$ cat src/rtl/ipx_pkg.sv
package ipx_pkg;
  localparam int unsigned FLD_W = 32;

  typedef enum logic [2:0] {
    ST_PFX, ST_OP2, ST_FORM, ST_SX, ST_DISP, ST_IMM
  } pst_e;

  typedef struct packed {
    logic             redundant;
    logic             seg_valid;
    logic [2:0]       seg_sel;
    logic             opsize;
    logic             adsize;
    logic             addr32;
    logic             two_byte;
    logic [7:0]       opcode;
    logic             form_valid;
    logic [7:0]       form;
    logic             sx_valid;
    logic [7:0]       sx;
    logic [2:0]       disp_len;
    logic [FLD_W-1:0] disp;
    logic [2:0]       imm_len;
    logic [FLD_W-1:0] imm;
  } insn_rec_t;

  function automatic logic [2:0] imm_size(input logic [1:0] code);
    case (code)
      2'd0:    return 3'd0;
      2'd1:    return 3'd1;
      2'd2:    return 3'd2;
      default: return 3'd4;
    endcase
  endfunction
endpackage

$ cat src/rtl/ipx_prefix_dec.sv
module ipx_prefix_dec (
  input  logic [7:0] byte_i,
  output logic       seg_o,
  output logic [2:0] seg_sel_o,
  output logic       opsz_o,
  output logic       adsz_o
);
  always_comb begin
    seg_o     = 1'b1;
    seg_sel_o = 3'd0;
    unique case (byte_i)
      8'h26:   seg_sel_o = 3'd0;
      8'h2E:   seg_sel_o = 3'd1;
      8'h36:   seg_sel_o = 3'd2;
      8'h3E:   seg_sel_o = 3'd3;
      8'h64:   seg_sel_o = 3'd4;
      8'h65:   seg_sel_o = 3'd5;
      default: seg_o = 1'b0;
    endcase
    opsz_o = (byte_i == 8'h66);
    adsz_o = (byte_i == 8'h67);
  end
endmodule

$ cat src/rtl/ipx_form_dec.sv
module ipx_form_dec (
  input  logic [7:0] form_i,
  input  logic       addr32_i,
  output logic       sx_o,
  output logic [2:0] disp_len_o
);
  logic [1:0] md;
  logic [2:0] rm;
  assign md = form_i[7:6];
  assign rm = form_i[2:0];

  always_comb begin
    sx_o       = 1'b0;
    disp_len_o = 3'd0;
    unique case (md)
      2'b00: begin
        if (addr32_i) begin
          sx_o       = (rm == 3'b100);
          disp_len_o = (rm == 3'b101) ? 3'd4 : 3'd0;
        end else begin
          disp_len_o = (rm == 3'b110) ? 3'd2 : 3'd0;
        end
      end
      2'b01: begin
        sx_o       = addr32_i && (rm == 3'b100);
        disp_len_o = 3'd1;
      end
      2'b10: begin
        sx_o       = addr32_i && (rm == 3'b100);
        disp_len_o = addr32_i ? 3'd4 : 3'd2;
      end
      default: ;
    endcase
  end
endmodule

$ cat src/rtl/ipx_sx_dec.sv
module ipx_sx_dec (
  input  logic [1:0] mode_i,
  input  logic [2:0] base_i,
  output logic [2:0] disp_len_o
);
  always_comb begin
    unique case (mode_i)
      2'b00:   disp_len_o = (base_i == 3'b101) ? 3'd4 : 3'd0;
      2'b01:   disp_len_o = 3'd1;
      2'b10:   disp_len_o = 3'd4;
      default: disp_len_o = 3'd0;
    endcase
  end
endmodule

$ cat src/rtl/ipx_len_parser.sv
module ipx_len_parser #(
  parameter int unsigned MAX_LEN = 15
) (
  input  logic                           clk_i,
  input  logic                           rst_ni,
  input  logic                           mode32_i,
  input  logic                           byte_valid_i,
  input  logic [7:0]                     byte_i,
  input  logic                           cls_form_i,
  input  logic [1:0]                     cls_imm_i,
  output logic                           byte_ready_o,
  output logic                           done_o,
  output logic                           err_len_o,
  output logic                           redundant_o,
  output logic [$clog2(MAX_LEN+1)-1:0]   len_o,
  output logic                           seg_valid_o,
  output logic [2:0]                     seg_sel_o,
  output logic                           opsize_o,
  output logic                           adsize_o,
  output logic                           addr32_o,
  output logic                           two_byte_o,
  output logic [7:0]                     opcode_o,
  output logic                           form_valid_o,
  output logic [7:0]                     form_o,
  output logic                           sx_valid_o,
  output logic [7:0]                     sx_o,
  output logic [2:0]                     disp_len_o,
  output logic [31:0]                    disp_o,
  output logic [2:0]                     imm_len_o,
  output logic [31:0]                    imm_o
);
  import ipx_pkg::*;
  localparam int unsigned LEN_W = $clog2(MAX_LEN + 1);

  pst_e             state_q, state_base, state_n;
  insn_rec_t        rec_q, rec_base, rec_n;
  logic [LEN_W-1:0] cnt_q, cnt_n;
  logic [2:0]       rem_q, rem_n, immp_q, immp_n;
  logic [1:0]       fidx_q, fidx_n;
  logic             fresh_q, done_q, err_q, ready_q;
  logic             acc, fin, over, op_take, to_disp, to_imm;
  logic [2:0]       dlen;

  logic       pd_seg, pd_opsz, pd_adsz;
  logic [2:0] pd_sel;
  logic       fd_sx;
  logic [2:0] fd_dl, sd_dl;

  ipx_prefix_dec u_pfx (
    .byte_i(byte_i), .seg_o(pd_seg), .seg_sel_o(pd_sel),
    .opsz_o(pd_opsz), .adsz_o(pd_adsz)
  );

  ipx_form_dec u_form (
    .form_i(byte_i), .addr32_i(rec_base.addr32),
    .sx_o(fd_sx), .disp_len_o(fd_dl)
  );

  ipx_sx_dec u_sx (
    .mode_i(rec_base.form[7:6]), .base_i(byte_i[2:0]), .disp_len_o(sd_dl)
  );

  always_comb begin
    acc        = byte_valid_i & ready_q;
    rec_base   = fresh_q ? '0 : rec_q;
    state_base = fresh_q ? ST_PFX : state_q;
    cnt_n      = (fresh_q ? '0 : cnt_q) + LEN_W'(1);
    rec_n      = rec_base;
    state_n    = state_base;
    rem_n      = rem_q;
    fidx_n     = fidx_q;
    immp_n     = immp_q;
    fin        = 1'b0;
    op_take    = 1'b0;
    to_disp    = 1'b0;
    to_imm     = 1'b0;
    dlen       = 3'd0;

    unique case (state_base)
      ST_PFX: begin
        if (pd_seg || pd_opsz || pd_adsz) begin
          if (pd_seg) begin
            if (rec_base.seg_valid) rec_n.redundant = 1'b1;
            rec_n.seg_valid = 1'b1;
            rec_n.seg_sel   = pd_sel;
          end
          if (pd_opsz) begin
            if (rec_base.opsize) rec_n.redundant = 1'b1;
            rec_n.opsize = 1'b1;
          end
          if (pd_adsz) begin
            if (rec_base.adsize) rec_n.redundant = 1'b1;
            rec_n.adsize = 1'b1;
          end
        end else if (byte_i == 8'h0F) begin
          rec_n.two_byte = 1'b1;
          state_n        = ST_OP2;
        end else begin
          op_take = 1'b1;
        end
      end
      ST_OP2: op_take = 1'b1;
      ST_FORM: begin
        rec_n.form = byte_i;
        if (fd_sx) state_n = ST_SX;
        else if (fd_dl != 3'd0) begin
          to_disp = 1'b1;
          dlen    = fd_dl;
        end else to_imm = 1'b1;
      end
      ST_SX: begin
        rec_n.sx_valid = 1'b1;
        rec_n.sx       = byte_i;
        if (sd_dl != 3'd0) begin
          to_disp = 1'b1;
          dlen    = sd_dl;
        end else to_imm = 1'b1;
      end
      ST_DISP: begin
        rec_n.disp[{fidx_q, 3'b000} +: 8] = byte_i;
        fidx_n = fidx_q + 2'd1;
        rem_n  = rem_q - 3'd1;
        if (rem_q == 3'd1) to_imm = 1'b1;
      end
      ST_IMM: begin
        rec_n.imm[{fidx_q, 3'b000} +: 8] = byte_i;
        fidx_n = fidx_q + 2'd1;
        rem_n  = rem_q - 3'd1;
        if (rem_q == 3'd1) fin = 1'b1;
      end
      default: ;
    endcase

    // class input only matters on the final opcode byte
    if (op_take) begin
      rec_n.opcode = byte_i;
      rec_n.addr32 = mode32_i ^ rec_base.adsize;
      immp_n       = imm_size(cls_imm_i);
      if (cls_form_i) begin
        rec_n.form_valid = 1'b1;
        state_n          = ST_FORM;
      end else to_imm = 1'b1;
    end
    if (to_disp) begin
      rec_n.disp_len = dlen;
      rem_n          = dlen;
      fidx_n         = 2'd0;
      state_n        = ST_DISP;
    end
    if (to_imm) begin
      rec_n.imm_len = immp_n;
      if (immp_n == 3'd0) fin = 1'b1;
      else begin
        rem_n   = immp_n;
        fidx_n  = 2'd0;
        state_n = ST_IMM;
      end
    end
    over = !fin && (cnt_n == LEN_W'(MAX_LEN));
  end

  always_ff @(posedge clk_i or negedge rst_ni) begin
    if (!rst_ni) begin
      state_q <= ST_PFX;
      rec_q   <= '0;
      cnt_q   <= '0;
      rem_q   <= '0;
      immp_q  <= '0;
      fidx_q  <= '0;
      fresh_q <= 1'b1;
      done_q  <= 1'b0;
      err_q   <= 1'b0;
      ready_q <= 1'b0;
    end else begin
      ready_q <= 1'b1;
      done_q  <= acc && (fin || over);
      if (acc) begin
        rec_q   <= rec_n;
        cnt_q   <= cnt_n;
        rem_q   <= rem_n;
        immp_q  <= immp_n;
        fidx_q  <= fidx_n;
        state_q <= (fin || over) ? ST_PFX : state_n;
        fresh_q <= fin || over;
        err_q   <= over;
      end
    end
  end

  assign byte_ready_o = ready_q;
  assign done_o       = done_q;
  assign err_len_o    = err_q;
  assign len_o        = cnt_q;
  assign redundant_o  = rec_q.redundant;
  assign seg_valid_o  = rec_q.seg_valid;
  assign seg_sel_o    = rec_q.seg_sel;
  assign opsize_o     = rec_q.opsize;
  assign adsize_o     = rec_q.adsize;
  assign addr32_o     = rec_q.addr32;
  assign two_byte_o   = rec_q.two_byte;
  assign opcode_o     = rec_q.opcode;
  assign form_valid_o = rec_q.form_valid;
  assign form_o       = rec_q.form;
  assign sx_valid_o   = rec_q.sx_valid;
  assign sx_o         = rec_q.sx;
  assign disp_len_o   = rec_q.disp_len;
  assign disp_o       = rec_q.disp;
  assign imm_len_o    = rec_q.imm_len;
  assign imm_o        = rec_q.imm;

  assert_done_after_byte_R10: assert property (@(posedge clk_i) disable iff (!rst_ni)
    done_o |-> $past(byte_valid_i && byte_ready_o));

  assert_err_full_R11: assert property (@(posedge clk_i) disable iff (!rst_ni)
    (done_o && err_len_o) |-> (len_o == LEN_W'(MAX_LEN)));

  assert_no_form_R4: assert property (@(posedge clk_i) disable iff (!rst_ni)
    (done_o && !err_len_o && !form_valid_o) |-> (!sx_valid_o && disp_len_o == 3'd0));

  assert_reg_form_R4: assert property (@(posedge clk_i) disable iff (!rst_ni)
    (done_o && !err_len_o && form_valid_o && form_o[7:6] == 2'b11)
      |-> (!sx_valid_o && disp_len_o == 3'd0));

  assert_sx_mem_R5: assert property (@(posedge clk_i) disable iff (!rst_ni)
    (done_o && !err_len_o && sx_valid_o)
      |-> (addr32_o && form_o[2:0] == 3'b100 && form_o[7:6] != 2'b11));

  assert_disp16_R6: assert property (@(posedge clk_i) disable iff (!rst_ni)
    (done_o && !err_len_o && !addr32_o) |-> (disp_len_o != 3'd4));

  assert_imm_size_R8: assert property (@(posedge clk_i) disable iff (!rst_ni)
    (done_o && !err_len_o) |-> ($countones(imm_len_o) <= 1));

  assert_ready_reset_R12: assert property (@(posedge clk_i) disable iff (!rst_ni)
    $past(byte_ready_o) |-> byte_ready_o);
endmodule

$ cat config.mk
export PLATFORM = sky130hd
export DESIGN_NAME = ipx_len_parser
export DESIGN_NICKNAME = d
export VERILOG_FILES = /design/src/rtl/ipx_pkg.sv /design/src/rtl/ipx_prefix_dec.sv /design/src/rtl/ipx_form_dec.sv /design/src/rtl/ipx_sx_dec.sv /design/src/rtl/ipx_len_parser.sv
export SDC_FILE = /design/constraint.sdc
export NUM_CORES = 1
export LEC_CHECK = 0
export ABC_AREA = 0
export BUFFER_PORTS_ARGS = -buffer_cell sky130_fd_sc_hd__buf_2
export CORE_MARGIN = 3
export CORE_UTILIZATION = 30
export CTS_BUF_LIST = sky130_fd_sc_hd__clkbuf_4
export DETAILED_ROUTE_END_ITERATION = 8
export GPL_TIMING_DRIVEN = 0
export MAX_ROUTING_LAYER = met4
export PLACE_DENSITY_LB_ADDON = 0.15
export SLEW_MARGIN = 20
export SYNTH_ARGS = -nofsm -noshare
export SYNTH_HDL_FRONTEND = slang
export SYNTH_SLANG_ARGS = --single-unit
$ cat constraint.sdc
create_clock -name clk_i -period 2.66 [get_ports clk_i]
set_input_delay 0.532 -clock clk_i [delete_from_list [all_inputs] [get_ports clk_i]]
set_output_delay 0.532 -clock clk_i [all_outputs]
set_load 0.005 [all_outputs]
==> results_dict.tcl <==
set metrics [dict create \
    final_cells 954 \
    p_int_w 0.00332 \
    setup_viol 0 \
    clk_latency_ns 0.54 \
    finClkSkew_ns 0.0267 \
    comb_power_share_pct 33.2 \
    power_frac_clock_pct 22.1 \
    vias_per_cell 5.13 \
    ys_ff_latch 124 \
    whs_ns 0.279 \
    finalHoldViolCount 0 \
    crit_path_max_incr_delay_ns 0.43 \
    cts_buffers 17 \
    r2r-start "fresh_q$_DFFE_PN1P_" \
    drtPass1Iterations 4 \
    core_mm2 0.0188 \
    powerDensity_mw_per_mm2 753 \
    cts_tree "yes" \
    drc_errors 0 \
    path_cells "buf_2, clkbuf_16, inv_4, ha_2, nor4bb_4, and2_4, o41ai_4, buf_4, mux2_4, buf_6, o311ai_1, nand4b_1" \
    synth-edff-count 0 \
    place_hpwl_um 13200 \
    synth_fp_nets 560 \
    hp-start "cls_imm_i[1]" \
    startpoint_type "input pin" \
    grt_max_degree 83 \
    ys_seq_area_share_pct 53.5 \
    yosysWarnings 0 \
    crit_type "in2reg" \
    place_inst 918 \
    cts_root_buffer "clkbuf_4" \
    met2_length_um 8430 \
    avgSynthCellArea_um2 10.9 \
    p_leak_nw 3.63 \
    filler_cell_count 1935 \
    top_layer "met4" \
    ys_top_cells_by_count "123 x dfrtp_1, 83 x nand2_1, 72 x a22o_1" \
    ios 127 \
    layout-drive-gt1-share_pct 28.8 \
    synth-async-reset-ratio_pct 100 \
    p_seq_share_pct 44.7 \
    initial_core_util_pct 30.8 \
    met1_length_um 9000 \
    fmax_mhz 390 \
    dr_total_vias 4898 \
    p_switching_w 0.00206 \
    synth.area.top_cells "dfrtp_1 53%, a22o_1 11%, nand2_1 5.4%, ha_1 2.8%, o21ai_0 2.5%" \
    cp_top_family "simple AND/OR/NAND/NOR gates" \
    finalCritPeriodShare_pct 96.4 \
    clockBufferDepth 2 \
    finalPower_w 0.00538 \
    clk_pin_slew_ns 0.13 \
    wl_met3_um 847 \
    die_h_um 145 \
    slew_viol_final 0 \
    antenna_cells 0 \
    netlist_instances 532 \
    regArea_mm2 0.00310 \
    hp-class "in2reg" \
    antenna_found_initial 0 \
    place_congestion 0.829 \
    drt-initial-drc-count 274 \
    synth_top_area_share_pct 53.1 \
    grt_pass1_wl_um 29300 \
    htree_num_levels 4 \
    yosys.area.top_type "dfrtp_1" \
    crit_required_ns 3.07 \
    port_buffers 125 \
    ir_drop_mv 0.260 \
    multi_input_area_mm2 0.00256 \
    yosysMostFrequentCell "dfrtp_1" \
    slowest_stage "nor4bb_4" \
    cp.arrival_ns 2.97 \
    grt_pass1_vias 5050 \
    critPathMaxFanout 10 \
    wl_per_cell_um 19.4 \
    die_x_um 145 \
    switching_share_pct 38.3 \
    slew_headroom_pct 36.6 \
    num_rows 50 \
    synth_cell_type_count 79 \
    min_period_ns 2.56 \
    grt-ovfl-total 0 \
    grt_usage_pct 18.1 \
    num-nets-final 709 \
    die-area_mm2 0.0210 \
    ant_nets 0 \
    synthToLayoutAreaGrowth_pct 23.3 \
    maxCapViolCount 0 \
    clock_sinks 124 \
    wirelength_um 18500 \
    critPathCaptureType "flip-flop" \
    worst-path-buf-inv 5 \
    worstMarginPinSlew_ns 0.943 \
    ys.flop_type "dfrtp_1" \
    synthesis.area_mm2 0.00580 \
    status "completed" \
    startpoint "byte_i[7]" \
]
==> logic make-up after synthesis <==
family	after synthesis	synth area share (%)
AND/OR/NAND/NOR	171	14.7
other	1	0.0647
XOR/XNOR	3	0.453
buffers and inverters	44	3.28
multiplexers	10	1.92
AO/OA/AOI/OAI	166	23.3
flip-flops	124	53.5
adder cells (fa/ha/maj)	13	2.81
==> layout make-up <==
type	count	share of cell area [%]
sequential	124	43.4
multi-input combinational	364	35.8
timing repair buffer	130	9.73
tap	260	4.55
buffer	29	2.24
clock buffer	17	1.79
clock inverter	15	1.59
inverter	15	0.858
==> power groups by stage <==
| stage | Sequential, W | Combinational, W | Clock (W) |
|---|---|---|---|
| 2_1_floorplan | 0.00240 | 0.00111 | 0 |
| 3_3_place_gp | 0.00243 | 0.00170 | 0 |
| 3_5_place_dp | 0.00244 | 0.00173 | 0 |
| 4_1_cts | 0.00240 | 0.00174 | 0.00124 |
| 5_1_grt | 0.00245 | 0.00199 | 0.00133 |
| 6_report | 0.00240 | 0.00179 | 0.00119 |
==> worst paths after layout <==
kind / cells after the start / slack [ns] / to
setup / recovery: 12 / 0.1 / rem_q[0]$_DFFE_PN0P_
hold / removal: 4 / 0.28 / immp_q[0]$_DFFE_PN0P_
setup reg to reg: 8 / 0.16 / state_q[2]$_DFFE_PN0P_
hold reg to reg: 1 / 0.49 / imm_len_o[1]$_DFFE_PN0P_
max in group asynchronous: 3 / 1.46 / form_o[5]$_DFFE_PN0P_
min in group asynchronous: 2 / 0.47 / rem_q[1]$_DFFE_PN0P_
==> routing by layer <==
metal	vias to the layer above	track usage, %
met3	18	3.65
met1	2444	25.3
met2	165	27.1
met5	-	-
li1	2271	-
met4	0	4.75
==> what timing repair did <==
action | in CTS | in global routing
hold buffers | 1 | 0
resized for setup | 3 | 12
hold endpoints to repair | 41 | 0
gates cloned | 0 | 0
setup buffers | 0 | 3
pin swaps | 0 | 1
endpoints found under the setup margin | 19 | 42
==> placed cells by master, fill, tap and decap left out, types with 6 or more instances in the layout <==
| cell type | count |
|---|---|
| a22o_1 | 72 |
| inv_1 | 13 |
| clkbuf_4 | 18 |
| a21oi_1 | 13 |
| nor2_1 | 21 |
| buf_2 | 126 |
| nor3_1 | 8 |
| nand2_1 | 83 |
| dfrtp_1 | 123 |
| a21o_1 | 6 |
| clkbuf_1 | 19 |
| o21ai_0 | 29 |
| ha_1 | 12 |
| nand3_1 | 12 |
==> worst reg2reg max path, stage by stage, from the launching register on <==
cell and delay [ns]:
dfstp_2 0.62, clkbuf_2 0.27, clkbuf_4 0.31, nor2b_1 0.10, ha_1 0.23, xor2_1 0.16, a31o_2 0.30, a2111oi_4 0.32
a221o_1 0.15
==> state kept, by name (all words and copies together) (netlist names), 4 cells and up <==
name	flops
disp_o	32
form_o	8
imm_o	32
len_o	4
opcode_o	8
sx_o	8
==> metrics by stage <==
stage	instance area, µm²	util [%]	setup TNS, ns	worst slack [ns]
after detailed placement	6820	36.2	-8.37	-0.449
after CTS	7080	37.6	0	0.000846
after global routing	7150	38.0	-0.000121	-0.000121
after floorplan	5840	-	0	0.00596
final	7150	38.0	0	0.0958
after global placement	6790	36.0	-79.93	-0.595
Power figures use the tool's default switching activity.
